$ cat src/rtl/bus_cycle_issuer_pkg.sv
package bus_cycle_issuer_pkg;
  typedef struct packed {
    logic mem;
    logic wr;
    logic burst;
  } cyc_kind_t;
endpackage

$ cat src/rtl/bci_hold.sv
module bci_hold
  import bus_cycle_issuer_pkg::*;
#(
  parameter int AW = 32
) (
  input  logic          clk,
  input  logic          rst_n,
  input  logic          take,
  input  logic          release_i,
  input  logic [AW-1:0] addr_i,
  input  cyc_kind_t     kind_i,
  output logic          valid_o,
  output logic [AW-1:0] addr_o,
  output cyc_kind_t     kind_o
);
  logic          valid_d;
  logic          load_en;

  // one waiting entry; take and release never coincide
  always_comb begin
    valid_d = valid_o;
    if (release_i) valid_d = 1'b0;
    if (take)      valid_d = 1'b1;
  end

  assign load_en = take;

  always_ff @(posedge clk or negedge rst_n) begin
    if (!rst_n) begin
      valid_o <= 1'b0;
    end else begin
      valid_o <= valid_d;
    end
  end

  always_ff @(posedge clk or negedge rst_n) begin
    if (!rst_n) begin
      addr_o <= '0;
      kind_o <= '0;
    end else if (load_en) begin
      addr_o <= addr_i;
      kind_o <= kind_i;
    end
  end
endmodule

$ cat src/rtl/bci_na_timer.sv
module bci_na_timer #(
  parameter int DLY = 2
) (
  input  logic clk,
  input  logic rst_n,
  input  logic sample,
  input  logic consume,
  input  logic flush,
  output logic fire,
  output logic busy
);
  localparam int CW = $clog2(DLY + 1);
  localparam logic [CW-1:0] LOAD = CW'(DLY);
  localparam logic [CW-1:0] ONE  = CW'(1);

  logic [CW-1:0] cnt_q, cnt_d;
  logic          open_q, open_d;

  assign fire = (cnt_q == ONE) || open_q;
  assign busy = (cnt_q != '0) || open_q;

  always_comb begin
    cnt_d  = cnt_q;
    open_d = open_q;
    if (flush || consume) begin
      cnt_d  = '0;
      open_d = 1'b0;
    end else if (sample && !busy) begin
      cnt_d = LOAD;
    end else if (cnt_q != '0) begin
      cnt_d = cnt_q - ONE;
      if (cnt_q == ONE) open_d = 1'b1;
    end
  end

  always_ff @(posedge clk or negedge rst_n) begin
    if (!rst_n) begin
      cnt_q  <= '0;
      open_q <= 1'b0;
    end else begin
      cnt_q  <= cnt_d;
      open_q <= open_d;
    end
  end
endmodule

$ cat src/rtl/bci_tracker.sv
module bci_tracker #(
  parameter int DEPTH     = 2,
  parameter int BURST_LEN = 4
) (
  input  logic                       clk,
  input  logic                       rst_n,
  input  logic                       push,
  input  logic                       push_burst,
  input  logic                       beat,
  output logic [$clog2(DEPTH+1)-1:0] outst
);
  localparam int OW = $clog2(DEPTH + 1);
  localparam int CW = $clog2(BURST_LEN + 1);
  localparam logic [CW-1:0] ONE_BEAT  = CW'(1);
  localparam logic [CW-1:0] BURST_CNT = CW'(BURST_LEN);

  logic [DEPTH-1:0][CW-1:0] cnt_q, cnt_d;
  logic [OW-1:0]            outst_d, slot_idx;
  logic [CW-1:0]            push_cnt;
  logic                     beat_eff, retire;

  assign beat_eff = beat && (outst != '0);
  assign retire   = beat_eff && (cnt_q[0] == ONE_BEAT);
  assign slot_idx = outst - OW'(retire);
  assign push_cnt = push_burst ? BURST_CNT : ONE_BEAT;
  assign outst_d  = outst + OW'(push) - OW'(retire);

  always_comb begin
    cnt_d = retire ? (cnt_q >> CW) : cnt_q;
    if (beat_eff && !retire) cnt_d[0] = cnt_q[0] - ONE_BEAT;
    for (int i = 0; i < DEPTH; i++) begin
      if (push && (slot_idx == OW'(i))) cnt_d[i] = push_cnt;
    end
  end

  always_ff @(posedge clk or negedge rst_n) begin
    if (!rst_n) begin
      cnt_q <= '0;
      outst <= '0;
    end else begin
      cnt_q <= cnt_d;
      outst <= outst_d;
    end
  end
endmodule

$ cat src/rtl/bus_cycle_issuer.sv
module bus_cycle_issuer
  import bus_cycle_issuer_pkg::*;
#(
  parameter int AW        = 32,
  parameter int MAX_OUT   = 2,
  parameter int BURST_LEN = 4,
  parameter int NA_DLY    = 2
) (
  input  logic          clk,
  input  logic          rst_n,
  input  logic          req_valid,
  output logic          req_ready,
  input  logic [AW-1:0] req_addr,
  input  logic          req_mem,
  input  logic          req_wr,
  input  logic          req_burst,
  output logic          ads_n,
  output logic [AW-1:0] bus_addr,
  output logic          bus_mem,
  output logic          bus_wr,
  input  logic          nxt_n,
  input  logic          brdy_n
);
  localparam int OW = $clog2(MAX_OUT + 1);
  localparam logic [OW-1:0] FULL = OW'(MAX_OUT);

  logic          hold_valid, accept, issue, na_fire, na_busy, na_sample;
  logic [AW-1:0] hold_addr;
  cyc_kind_t     hold_kind, req_kind;
  logic [OW-1:0] outst;
  logic          ads_n_d, bus_mem_d, bus_wr_d;
  logic [AW-1:0] bus_addr_d;

  assign req_kind  = '{mem: req_mem, wr: req_wr, burst: req_burst};
  assign req_ready = !hold_valid && (outst != FULL);
  assign accept    = req_valid && req_ready;
  assign issue     = hold_valid && ((outst == '0) || (na_fire && (outst != FULL)));
  assign na_sample = !nxt_n && (outst != '0) && (outst != FULL) && ads_n;

  bci_hold #(.AW(AW)) u_hold (
    .clk(clk), .rst_n(rst_n), .take(accept), .release_i(issue),
    .addr_i(req_addr), .kind_i(req_kind),
    .valid_o(hold_valid), .addr_o(hold_addr), .kind_o(hold_kind)
  );

  bci_na_timer #(.DLY(NA_DLY)) u_na (
    .clk(clk), .rst_n(rst_n), .sample(na_sample), .consume(issue),
    .flush(outst == '0), .fire(na_fire), .busy(na_busy)
  );

  bci_tracker #(.DEPTH(MAX_OUT), .BURST_LEN(BURST_LEN)) u_trk (
    .clk(clk), .rst_n(rst_n), .push(issue), .push_burst(hold_kind.burst),
    .beat(!brdy_n), .outst(outst)
  );

  always_comb begin
    ads_n_d    = !issue;
    bus_addr_d = bus_addr;
    bus_mem_d  = bus_mem;
    bus_wr_d   = bus_wr;
    if (issue) begin
      bus_addr_d = hold_addr;
      bus_mem_d  = hold_kind.mem;
      bus_wr_d   = hold_kind.wr;
    end
  end

  always_ff @(posedge clk or negedge rst_n) begin
    if (!rst_n) begin
      ads_n    <= 1'b1;
      bus_addr <= '0;
      bus_mem  <= 1'b0;
      bus_wr   <= 1'b0;
    end else begin
      ads_n    <= ads_n_d;
      bus_addr <= bus_addr_d;
      bus_mem  <= bus_mem_d;
      bus_wr   <= bus_wr_d;
    end
  end
endmodule

$ cat config.mk
export PLATFORM = sky130hd
export DESIGN_NAME = bus_cycle_issuer
export DESIGN_NICKNAME = d
export VERILOG_FILES = /design/src/rtl/bus_cycle_issuer_pkg.sv /design/src/rtl/bci_hold.sv /design/src/rtl/bci_na_timer.sv /design/src/rtl/bci_tracker.sv /design/src/rtl/bus_cycle_issuer.sv
export SDC_FILE = /design/constraint.sdc
export NUM_CORES = 1
export LEC_CHECK = 0
export BUFFER_PORTS_ARGS = -buffer_cell sky130_fd_sc_hd__buf_2
export CAP_MARGIN = 20
export CORE_MARGIN = 2
export CORE_UTILIZATION = 58
export DETAILED_ROUTE_END_ITERATION = 8
export PLACE_DENSITY_LB_ADDON = 0.12
export SLEW_MARGIN = 5
export SYNTH_ARGS = -nofsm -noshare
export SYNTH_HDL_FRONTEND = slang
export SYNTH_SLANG_ARGS = --single-unit
$ cat constraint.sdc
create_clock -name clk -period 2.85 [get_ports clk]
set_input_delay 0.285 -clock clk [delete_from_list [all_inputs] [get_ports clk]]
set_output_delay 0.285 -clock clk [all_outputs]
set_load 0.1 [all_outputs]
==> metrics.csv <==
metric,value,unit
ys_warn_count,0,
synth_xor_area_share,0.766,%
seq_area_frac_synth,59.2,%
dp_hpwl,3850,um
ant_nets,0,
synth_top_family_by_area,multiplexers,
drive_above_1_share,55.7,%
cts.sinks,81,
initial_utilization,59.0,%
synthSimpleGateAreaFrac,3.94,%
cts_buffer_depth,2,
synth_nets,263,
synthCells,217,
ys_seq_elements,81,
path_class,flip-flop to flip-flop,
coreArea,5820,um^2
grt_pass1_wl,9410,um
fp.dieW,80.9,um
setup_violations,0,
cts_resized,0,
synthAdderAreaFrac,2.19,%
crit_fanout,26,
diodes,0,
synth_edf_count,0,
vias_per_cell,5.01,
finalHoldViolCount,0,
grt-ovfl-total,0,
ys_top_cells_by_count,"80 x dfrtp_1, 40 x mux2_2, 28 x mux2_4, 9 x inv_1",
critPathLaunchType,flip-flop,
synthTopCellsByArea,"dfrtp_1 58%, mux2_2 13%, mux2_4 12%, ha_1 2.2%, buf_12 1.8%",
synth_cell_types,36,
cp_data_arrival_time,2.35,ns
run_status,"finished, final reports clean",
num_vias,1902,
clock_latency,0.34,ns
tightestPinTransition,0.506,ns
antenna_found_initial,0,
die_area,6540,um^2
async_flop_share,100,%
slew_viol_final,0,
drtIter0Drc,71,
syn_avg_cell_area,15.8,um^2
timing.reg2reg.setup_slack,0.72,ns
slew-limit-headroom,66.5,%
synth_top_area_cell,dfrtp_1,
fp-row-count,28,
ys.flop_type,dfrtp_1,
tritoncts,yes,
pin_count,76,
fill_cells,433,
min_period,2.13,ns
setup_tns,0,ns
clk_pin_slew,0.08,ns
area_growth,17.8,%
grtUsageTotal,19.4,%
fin_cells,380,
final.setup_skew,0.00876,ns
fin_crit_sh,74.7,%
critPathCaptureType,flip-flop,
wl_per_cell,15.0,um
crit_chain,inv_1 > ha_1 > or3b_4 > nand3_4 > buf_4 > mux2_4,
wl,5700,um
fin_nets,346,
synth_most_common_cell,dfrtp_1,
synth_compound_area_share,3.54,%
root_buffer,clkbuf_8,
cp_slowest_stage_delay,0.42,ns
netlist_area,3430,um^2
rsz0062_at_grt,no,
routabilityCongestion,0.722,
numPortBuffers,75,
die_h,80.9,um
hold_path.class,input port to flip-flop,
cp_slowest_cell,or3b_4,
cts-buffers-inserted,9,
timing.fmax,470,MHz
drc,0,
required,3.07,ns
cap_violations,0,
synthMuxAreaShare,26.3,%
grt_max_degree,82,
dr.pass1.iters,6,
h-tree-depth,3,
yosysTopAreaCellShare,58.4,%
dp.cells,362,
grt_pass1_vias,1972,
## layout by cell type, fill, tap and decap left out, types with 4 or more instances in the layout
master    synthesis  layout
mux2_4           28      28
nor2_1            4       4
mux2_2           40      40
ha_1              6       6
clkbuf_8          0      11
dfrtp_1          80      80
inv_1             9       9
buf_4             1       4
nand2_1           4       4
buf_2             1      74
o21ai_0           4       4
a21oi_1           6       6
## kinds of logic after synthesis
family / Yosys count
xor gates and xnor gates: 3
adders and majority gates: 6
buffers and inverters: 17
DFF: 81
and+or+nand+nor: 20
muxes: 71
AOI/OAI and AO/OA: 19
## registers in the layout, summed over array words and instances (netlist names)
name / flops
ads_n: 1
u_hold.kind_o: 3
u_hold.valid_o: 1
u_hold.addr_o: 32
bus_addr: 32
u_na.cnt_q: 2
bus_mem: 1
u_trk.cnt_q: 5
u_na.open_q: 1
bus_wr: 1
u_trk.outst: 2
## worst paths after layout
check,to,depth (start not counted),startpoint
max,bus_addr[6],6,u_na.cnt_q[1]
min,u_hold.addr_o[5],2,req_addr[5]
max reg2reg,bus_addr[6],6,u_na.cnt_q[1]
min reg2reg,u_hold.addr_o[5],1,u_hold.addr_o[5]
max in group asynchronous,ads_n,3,rst_n
min in group asynchronous,u_trk.cnt_q[0],2,rst_n
## area by class of cell
class                      count  area (um^2)  share of cell area [%]
sequential                    81         2030                    50.2
multi-input combinational    119         1260                    31.2
timing repair buffer          80          438                    10.8
clock buffer                  13          159                    3.94
tap                           75         93.8                    2.32
inverter                       9         33.8                   0.837
clock inverter                 3         23.8                   0.589
## layer usage
layer | share of wire, % | vias up | track usage [%]
met5 | 0 | - | 0
met3 | 5.5 | 5 | 6.56
met2 | 47 | 42 | 29.6
met4 | 0.84 | 0 | 7.63
met1 | 46 | 929 | 25.9
li1 | - | 926 | -
## repair_timing
item	in CTS	in global routing
hold endpoints to repair	0	11
hold buffers	0	1
setup buffers	0	0
## stage by stage
stage	setup WS [ns]	util, %	hold WS, ns	cell area (um^2)
final	0.721	69.4	0.170	4040
after global routing	0.637	69.4	0.148	4040
after CTS	0.716	68.8	0.139	4000
after detailed placement	0.725	65.6	0.488	3820
after global placement	0.766	65.6	0.481	3820
after floorplan	0.456	-	-0.0106	3430
## worst max-delay path, delay by kind of cell, from the launching register on
family	cells	cell delay [ns]
fa+ha+maj	1	0.21
buf+inv	2	0.34
flops	1	0.35
mux	1	0.31
simple gates	2	0.80
Power is not shown: default switching activity piles up to over one toggle a cycle in this logic, so the estimate is an artifact.
